### config.mk
export PLATFORM = sky130hd
export DESIGN_NAME = wr_rsp_dispatch
export DESIGN_NICKNAME = d
export VERILOG_FILES = /design/src/rtl/wrd_pkg.sv /design/src/rtl/wrd_flag_queue.sv /design/src/rtl/wrd_counter.sv /design/src/rtl/wrd_id_decode.sv /design/src/rtl/wr_rsp_dispatch.sv
export SDC_FILE = /design/constraint.sdc
export NUM_CORES = 1
export LEC_CHECK = 0
export ABC_AREA = 1
export BUFFER_PORTS_ARGS = -buffer_cell sky130_fd_sc_hd__buf_2
export CORE_MARGIN = 5
export CORE_UTILIZATION = 55
export DETAILED_ROUTE_END_ITERATION = 12
export HOLD_SLACK_MARGIN = 0.05
export PLACE_DENSITY = 0.76
export SLEW_MARGIN = 25
export SYNTH_ARGS = -nofsm -noshare
export SYNTH_HDL_FRONTEND = slang
export SYNTH_SLANG_ARGS = --single-unit
### constraint.sdc
create_clock -name clk_i -period 5.25 [get_ports clk_i]
set_clock_uncertainty 0.1 [all_clocks]
set_input_delay 1.05 -clock clk_i [delete_from_list [all_inputs] [get_ports clk_i]]
set_output_delay 1.05 -clock clk_i [all_outputs]
set_load 0.05 [all_outputs]
### src/rtl/wrd_pkg.sv
package wrd_pkg;
  localparam int unsigned WRD_CLIENTS = 5;
  localparam int unsigned WRD_ID_W    = 3;
  localparam int unsigned WRD_QDEPTH  = 8;
  localparam int unsigned WRD_CNT_W   = 16;

  function automatic int unsigned wrd_bits(input int unsigned n);
    return (n < 2) ? 1 : $clog2(n);
  endfunction
endpackage

### src/rtl/wrd_flag_queue.sv
module wrd_flag_queue #(
  parameter int unsigned DEPTH = wrd_pkg::WRD_QDEPTH
) (
  input  logic clk_i,
  input  logic rst_ni,
  input  logic push_i,
  input  logic flag_i,
  input  logic pop_i,
  output logic head_o,
  output logic empty_o,
  output logic full_o
);
  localparam int unsigned PTR_W = wrd_pkg::wrd_bits(DEPTH);
  localparam int unsigned OCC_W = wrd_pkg::wrd_bits(DEPTH + 1);
  localparam logic [PTR_W-1:0] LAST = PTR_W'(DEPTH - 1);

  logic [DEPTH-1:0] mem_q;
  logic [PTR_W-1:0] wr_q, rd_q;
  logic [OCC_W-1:0] occ_q;
  logic push_ok, pop_ok;

  assign empty_o = (occ_q == '0);
  assign full_o  = (occ_q == OCC_W'(DEPTH));
  assign push_ok = push_i && !full_o;
  assign pop_ok  = pop_i && !empty_o;
  assign head_o  = mem_q[rd_q];

  always_ff @(posedge clk_i or negedge rst_ni) begin
    if (!rst_ni) begin
      mem_q <= '0;
      wr_q  <= '0;
      rd_q  <= '0;
      occ_q <= '0;
    end else begin
      if (push_ok) begin
        mem_q[wr_q] <= flag_i;
        wr_q <= (wr_q == LAST) ? '0 : wr_q + 1'b1;
      end
      if (pop_ok) rd_q <= (rd_q == LAST) ? '0 : rd_q + 1'b1;
      case ({push_ok, pop_ok})
        2'b10:   occ_q <= occ_q + 1'b1;
        2'b01:   occ_q <= occ_q - 1'b1;
        default: occ_q <= occ_q;
      endcase
    end
  end

  AST_POP_NONEMPTY: assert property (@(posedge clk_i) disable iff (!rst_ni)
    pop_i |-> !empty_o);
  AST_FULL_HOLD: assert property (@(posedge clk_i) disable iff (!rst_ni)
    (full_o && !pop_i) |=> full_o);
endmodule

### src/rtl/wrd_counter.sv
module wrd_counter #(
  parameter int unsigned W = wrd_pkg::WRD_CNT_W
) (
  input  logic         clk_i,
  input  logic         rst_ni,
  input  logic         clr_i,
  input  logic         inc_i,
  output logic [W-1:0] cnt_o
);
  always_ff @(posedge clk_i or negedge rst_ni) begin
    if (!rst_ni)    cnt_o <= '0;
    else if (clr_i) cnt_o <= '0;
    else if (inc_i) cnt_o <= cnt_o + 1'b1;
  end

  AST_CLR_WINS: assert property (@(posedge clk_i) disable iff (!rst_ni)
    clr_i |=> (cnt_o == '0));
endmodule

### src/rtl/wrd_id_decode.sv
module wrd_id_decode #(
  parameter int unsigned N    = wrd_pkg::WRD_CLIENTS,
  parameter int unsigned ID_W = wrd_pkg::WRD_ID_W
) (
  input  logic [ID_W-1:0] id_i,
  output logic [N-1:0]    sel_o,
  output logic            bad_o
);
  for (genvar c = 0; c < N; c++) begin : g_sel
    assign sel_o[c] = (id_i == ID_W'(c));
  end
  assign bad_o = ~|sel_o;

  always_comb begin
    AST_SEL_ONEHOT: assert ($onehot0(sel_o));
  end
endmodule

### src/rtl/wr_rsp_dispatch.sv
module wr_rsp_dispatch #(
  parameter int unsigned NUM_CLIENTS = wrd_pkg::WRD_CLIENTS,
  parameter int unsigned ID_W        = wrd_pkg::WRD_ID_W,
  parameter int unsigned QDEPTH      = wrd_pkg::WRD_QDEPTH,
  parameter int unsigned CNT_W       = wrd_pkg::WRD_CNT_W
) (
  input  logic                         clk_i,
  input  logic                         rst_ni,
  input  logic [NUM_CLIENTS-1:0]       flag_push_i,
  input  logic [NUM_CLIENTS-1:0]       flag_val_i,
  output logic [NUM_CLIENTS-1:0]       flag_ready_o,
  input  logic                         rsp_valid_i,
  input  logic [ID_W-1:0]              rsp_id_i,
  output logic                         rsp_ready_o,
  input  logic                         cnt_clr_i,
  output logic [NUM_CLIENTS-1:0]       done_o,
  output logic [NUM_CLIENTS*CNT_W-1:0] rsp_cnt_o,
  output logic                         err_o
);
  logic [NUM_CLIENTS-1:0] sel, pop, head, empty, full;
  logic bad, accept;

  wrd_id_decode #(.N(NUM_CLIENTS), .ID_W(ID_W)) u_dec (
    .id_i (rsp_id_i),
    .sel_o(sel),
    .bad_o(bad)
  );

  assign rsp_ready_o  = bad || |(sel & ~empty);
  assign accept       = rsp_valid_i && rsp_ready_o;
  assign pop          = sel & {NUM_CLIENTS{accept}};
  assign flag_ready_o = ~full;

  for (genvar c = 0; c < NUM_CLIENTS; c++) begin : g_client
    wrd_flag_queue #(.DEPTH(QDEPTH)) u_q (
      .clk_i  (clk_i),
      .rst_ni (rst_ni),
      .push_i (flag_push_i[c]),
      .flag_i (flag_val_i[c]),
      .pop_i  (pop[c]),
      .head_o (head[c]),
      .empty_o(empty[c]),
      .full_o (full[c])
    );
    wrd_counter #(.W(CNT_W)) u_cnt (
      .clk_i (clk_i),
      .rst_ni(rst_ni),
      .clr_i (cnt_clr_i),
      .inc_i (pop[c]),
      .cnt_o (rsp_cnt_o[c*CNT_W +: CNT_W])
    );
  end

  // pulse only when the popped flag asks for an acknowledge
  always_ff @(posedge clk_i or negedge rst_ni) begin
    if (!rst_ni) begin
      done_o <= '0;
      err_o  <= 1'b0;
    end else begin
      done_o <= pop & head;
      err_o  <= accept && bad;
    end
  end

  AST_DONE_ONEHOT: assert property (@(posedge clk_i) disable iff (!rst_ni)
    $onehot0(done_o));
  AST_DONE_HAS_RSP: assert property (@(posedge clk_i) disable iff (!rst_ni)
    (|done_o) |-> $past(rsp_valid_i && rsp_ready_o));
  AST_ERR_NO_DONE: assert property (@(posedge clk_i) disable iff (!rst_ni)
    err_o |-> (done_o == '0));
  AST_READY_EMPTY: assert property (@(posedge clk_i) disable iff (!rst_ni)
    (!bad && ((sel & ~empty) == '0)) |-> !rsp_ready_o);
endmodule

# == Word-level counts from Yosys, hierarchy flattened ==
# Cells that the tools add are included.
# op_classes
n_addsub,25
order_cmp,15
eq_ne,29
mux,50
n_bitwise,5
n_reduce_logical,47
# op_table
op,n
2-to-1 mux 16 bit,10
adder 16 x 1 -> 16 bit (second input constant),5
bitwise mux 8 bit,5
< comparator 3 x 4 -> 1 bit (second input constant),10
one-hot mux 4 bit (2 select lines),5
== test 3 bit (second input constant),11
adder 3 x 1 -> 3 bit (second input constant),10
2-to-1 mux 3 bit,10
adder 4 x 1 -> 4 bit (second input constant),5
== test 4 bit (second input constant),5
logical NOT 4 bit,5
nonzero test 2 bit,10
subtractor 4 x 1 -> 4 bit (second input constant),5
logical AND 1 bit,17
AND 5 bit,3
binary-select mux 1 bit (select 3 bit),5
demux 1 bit (select 3 bit),5
>= comparator 3 x 1 -> 1 bit (second input constant),5
logical NOT 1 bit,11
== test 2 x 1 -> 1 bit (second input constant),5
== test 2 bit (second input constant),5
2-to-1 mux 1 bit,10
NOT 5 bit,2
OR reduction 5 bit,2
4 further kinds,5
# totals
regBits,176
inputBits,17
output_inout_bits,92
word_cells,198

# == Depth between registers and ports, before layout ==
# depth
word_depth,10
depth_mapped,16
depth_no_buf,16

# == Modules after synthesis ==
# From an unflattened synthesis, not the netlist that was laid out.
# hier_totals
hier_cells,1491
hier_area_um2,10812.9
# modules_own_cells
module,n_inst,cells_each,area_per_inst_um2,seq_area_each_um2
wrd_counter,5,129,923.4,400.4
wrd_flag_queue at g_client[0].u_q ...,3,157,1168.6,450.4
wrd_flag_queue at g_client[2].u_q,1,157,1162.4,450.4
wrd_flag_queue at g_client[4].u_q,1,156,1149.9,450.4
wr_rsp_dispatch,1,49,326.6,150.1
wrd_id_decode,1,13,51.3,0.0

# == Worst setup path after synthesis ==
# No wires, ideal clock.
# synth_timing
kind,in2reg
start,in rsp_id_i[1]
end,reg g_client[3].u_q.occ_q[2]
setup_time_ns,0.119
arrival_ns,2.890
t_required_ns,5.031
slack_ns,2.142
path_stages,16
path_buffers,0
path_cell_list,inv_1 -> nand2_1 -> nor2_2 -> nand2_1 -> nand2_1 -> inv_2 -> nand3_4 -> nand3_4 -> inv_1 -> ha_1 -> xor2_1 -> ha_1 -> a21oi_1 -> a21oi_1 -> o21ai_0 -> o21a_1
# synth_between
elab_chain_cells,9
elab_cells_between_ends,17
classes_between,eq/ne: 6; mux: 1; bitwise: 2; reduce/logical: 8
# synth_rtl
item,line,source
from (decl),wr_rsp_dispatch.sv:13,"input logic [ID_W-1:0] rsp_id_i,"
== test 3 x 1 -> 1 bit (tied with other cells),wrd_id_decode.sv:10,assign sel_o[c] = (id_i == ID_W'(c));
AND 5 bit or OR reduction 5 bit (tied branches),"wr_rsp_dispatch.sv:29, wrd_id_decode.sv:12",
OR reduction 5 bit or logical NOT 1 bit (tied branches),"wr_rsp_dispatch.sv:29, wrd_id_decode.sv:12",
logical OR 1 bit *,wr_rsp_dispatch.sv:29,assign rsp_ready_o = bad || |(sel & ~empty);
net rsp_ready_o,wr_rsp_dispatch.sv:14,"output logic rsp_ready_o,"
logical AND 1 bit *,wr_rsp_dispatch.sv:30,assign accept = rsp_valid_i && rsp_ready_o;
AND 5 bit *,wr_rsp_dispatch.sv:31,assign pop = sel & {NUM_CLIENTS{accept}};
logical AND 1 bit *,wrd_flag_queue.sv:25,assign pop_ok = pop_i && !empty_o;
net g_client[3].u_q.pop_ok,wrd_flag_queue.sv:20,"logic push_ok, pop_ok;"
== test 2 x 1 -> 1 bit or == test 2 bit (tied branches),wrd_flag_queue.sv:40,"case ({push_ok, pop_ok})"
one-hot mux 4 bit (2 select lines) or nonzero test 2 bit (tied branches),-,
to (signal assigned),wrd_flag_queue.sv:41,2'b10: occ_q <= occ_q + 1'b1;
to (signal assigned),wrd_flag_queue.sv:42,2'b01: occ_q <= occ_q - 1'b1;
to (signal assigned),wrd_flag_queue.sv:43,default: occ_q <= occ_q;
to (decl),wrd_flag_queue.sv:19,logic [OCC_W-1:0] occ_q;
# The timed path passes the listed nets; every way through them passes the cells marked *.
# A chain may end at the register's enable or synchronous reset.

# == Worst setup path in the final report ==
# layout_timing
start,in rsp_id_i[1]
end,reg g_client[3].u_q.occ_q[2]
# layout_between
elab_chain_cells,9
elab_cells_between_ends,17
classes_between,eq/ne: 6; mux: 1; bitwise: 2; reduce/logical: 8
# layout_rtl
item,line
== test 3 x 1 -> 1 bit (tied with other cells),wrd_id_decode.sv:10
AND 5 bit or OR reduction 5 bit (tied branches),"wr_rsp_dispatch.sv:29, wrd_id_decode.sv:12"
OR reduction 5 bit or logical NOT 1 bit (tied branches),"wr_rsp_dispatch.sv:29, wrd_id_decode.sv:12"
logical OR 1 bit,wr_rsp_dispatch.sv:29
logical AND 1 bit,wr_rsp_dispatch.sv:30
AND 5 bit *,wr_rsp_dispatch.sv:31
logical AND 1 bit *,wrd_flag_queue.sv:25
net g_client[3].u_q.pop_ok,wrd_flag_queue.sv:20
== test 2 x 1 -> 1 bit or == test 2 bit (tied branches),wrd_flag_queue.sv:40
one-hot mux 4 bit (2 select lines) or nonzero test 2 bit (tied branches),-
# Marked as above.

==> impl_metrics.json <==
{
  "ys_seq_elements": 176,
  "period_needed_ns": 3.231,
  "synth-compound-area-share_pct": 9.188,
  "swShare_pct": 37.50,
  "die_w_um": 144.3,
  "synth_common_cells": "383 x nand2_1, 176 x dfrtp_1, 149 x nor2_1, 118 x inv_1, 97 x o21ai_0",
  "slew_headroom_pct": 61.33,
  "max-cap-violations": 0,
  "hold_violations": 0,
  "yosysMostFrequentCell": "nand2_1",
  "setup_viol": 0,
  "drive_gt1_share_pct": 12.54,
  "grt_overflow_total": 0,
  "gr-usage-all-layers_pct": 22.18,
  "combinationalPowerShare_pct": 28.9,
  "die_y_um": 144.3,
  "grt_pass1_vias": 8317,
  "row_count": 49,
  "peakVddDrop_mv": 0.2568,
  "fmax_mhz": 309.5,
  "pwr-share-seq_pct": 45.0,
  "cp.required_ns": 5.47,
  "cts_buffer_depth": 2,
  "grt_first_pass_wirelength_um": 38200,
  "grtUsageMet2_pct": 36.50,
  "routabilityCongestion": 0.8653,
  "drc": 0,
  "antenna_found_initial": 0,
  "io_buffer_count": 108,
  "place_inst": 1607,
  "synthSimpleGateAreaFrac_pct": 29.92,
  "yosysTopAreaCellShare_pct": 44.37,
  "slew_violations": 0,
  "cp_max_fo": 23,
  "routedWlPerCell_um": 13.33,
  "cts_made_buffers": 17,
  "postCtsSetupBuffers": 0,
  "p_int_uw": 2840,
  "synth_fa_ha_area_share_pct": 5.445,
  "wirelength_um": 21860,
  "hpwl_um": 15440,
  "synthArstFlopShare_pct": 100.0,
  "ys_seq_area_share_pct": 44.37,
  "drt-vias-per-instance": 5.285,
  "clk_pin_slew_ns": 0.07,
  "yosysUniqueCellTypes": 41,
  "whs_ns": 0.3846,
  "worst_skew_pair.late_latency_ns": 0.43,
  "synth_xor_area_share_pct": 3.617,
  "rsz0062_at_grt": "false",
  "cp-start-kind": "input port",
  "placed_area_mm2": 0.01065,
  "final_cells": 1640,
  "ys.flop_type": "dfrtp_1",
  "syn-num-nets": 1354,
  "cts_tree": "built",
  "setup-tns-final_ns": 0,
  "cts_resized": 0,
  "dp_slack_ns": 1.629,
  "outcome": "finished clean",
  "syn_avg_cell_area_um2": 7.666,
  "netlist.top_cell.by_area": "dfrtp_1",
  "vias": 8668,
  "core_mm2": 0.01784,
  "drtPass1Iterations": 5,
  "switchingPower_uw": 1704,
  "end_kind": "flip-flop",
  "synth_top_family_by_area": "simple AND/OR/NAND/NOR gates",
  "synthTopCellsByArea": "dfrtp_1 44%, nand2_1 14%, nor2_1 5.6%",
  "die_area_mm2": 0.02084,
  "cp.arrival_ns": 3.45,
  "p_clk_share_pct": 26.1,
  "top_usage_layer": "met2",
  "cts_hold_buf": 0,
  "start_util_pct": 55.64,
  "p_leak_uw": 0.005682,
  "ant_nets": 0,
  "diodes": 0,
  "worstSetupPathType": "input port to flip-flop",
  "final.period_utilization_pct": 61.54,
  "drtIter0Drc": 423,
  "clock-sinks": 176,
  "cts-htree-levels": 4,
  "syn_inst": 1295,
  "powerDensity_mw_per_mm2": 405.1,
  "root_buffer": "clkbuf_16",
  "fin_nets": 1457,
  "grt_max_degree": 177,
  "pin_count": 109,
  "tightest_slew_ns": 0.5800,
  "gr-usage-met1_pct": 30.32,
  "muxShareOfSynthArea_pct": 1.034,
  "setup_ws_ns": 2.019,
  "final_area_mm2": 0.01122,
  "synth_edf_count": 0,
  "hp-class": "flip-flop to flip-flop",
  "areaGrowthSynthToFinish_pct": 12.99,
  "yosysWarnings": 0,
  "grtUsageMet3_pct": 3.902,
  "mappedNetlistArea_mm2": 0.009927
}
## routing by layer
layer,part of all wire (%),vias to the layer above,wire length [µm]
li1,-,4409,-
met2,48,175,10410
met1,46,4059,10160
met5,0,-,0
met4,1.4,0,301
met3,4.5,25,984
## cell type report
class,count,area (µm²)
Clock buffer,18,439.2
Clock inverter,14,105.1
Fill cell,1533,6624
Inverter,124,465.4
Multi-Input combinational cell,964,4885
Sequential cell,176,4404
Tap cell,229,286.5
Timing Repair Buffer,115,631.9
## per-stage QoR
stage / utilization (%) / power (µW)
6_report: 62.87 / 4544
5_1_grt: 62.87 / 4906
4_1_cts: 62.72 / 4585
3_5_place_dp: 59.67 / 3376
3_3_place_gp: 59.67 / 3302
2_1_floorplan: - / 3030
## placed cells by master, fill, tap and decap left out, types with 21 or more instances in the layout
cell / count
nor3_1: 25
a21oi_1: 39
o21ai_0: 97
ha_1: 40
nor2_1: 149
nand2_1: 383
dfrtp_1: 176
xor2_1: 30
nand3_1: 96
buf_2: 107
nand4_1: 21
inv_1: 117
## power groups by stage
stage	Sequential [µW]	Clock, µW	Combinational [µW]
3_5_place_dp	2060	0	1310
2_1_floorplan	2010	0	1030
4_1_cts	2040	1210	1330
6_report	2050	1190	1310
3_3_place_gp	2050	0	1250
5_1_grt	2110	1260	1540
## cells by family (layout without fill, tap and decap cells)
logic type                 after synthesis  after routing
and+or+nand+nor                        701            701
DFF                                    176            176
AOI/OAI and AO/OA                      170            170
buffers and inverters                  155            271
adders and majority gates               42             42
xor gates and xnor gates                41             41
muxes                                   10             10
## critical path: stages
cell and delay (ns):
buf_2 0.12, inv_1 0.07, nand2_1 0.06, nor2_2 0.14, nand2_1 0.06, nand2_1 0.08
inv_2 0.05, nand3_4 0.10, nand3_4 0.24, inv_1 0.26, ha_1 0.27, xor2_1 0.30
ha_1 0.22, a21oi_1 0.06, a21oi_1 0.16, o21ai_0 0.11, o21a_1 0.11
## state kept, by name, summed over array words and instances (netlist names)
register and flops:
g_client.u_q.mem_q 40, err_o 1, g_client.u_q.rd_q 15, done_o 5, g_client.u_cnt.cnt_o 80, g_client.u_q.occ_q 20, g_client.u_q.wr_q 15
## final timing paths
kind / to / slack [ns] / cells after the start / start
max: g_client[3].u_q.occ_q[2] / 2.02 / 17 / rsp_id_i[1]
min: g_client[1].u_q.mem_q[0] / 0.38 / 2 / g_client[1].u_q.mem_q[0]
max reg2reg: g_client[3].u_q.occ_q[2] / 2.37 / 15 / g_client[0].u_q.occ_q[0]
min reg2reg: g_client[1].u_q.mem_q[0] / 0.38 / 2 / g_client[1].u_q.mem_q[0]
max in group asynchronous: g_client[4].u_q.occ_q[0] / 3.71 / 3 / rst_ni
min in group asynchronous: g_client[2].u_q.mem_q[5] / 0.49 / 2 / rst_ni
Note: power is estimated with default switching activity, not from simulation.
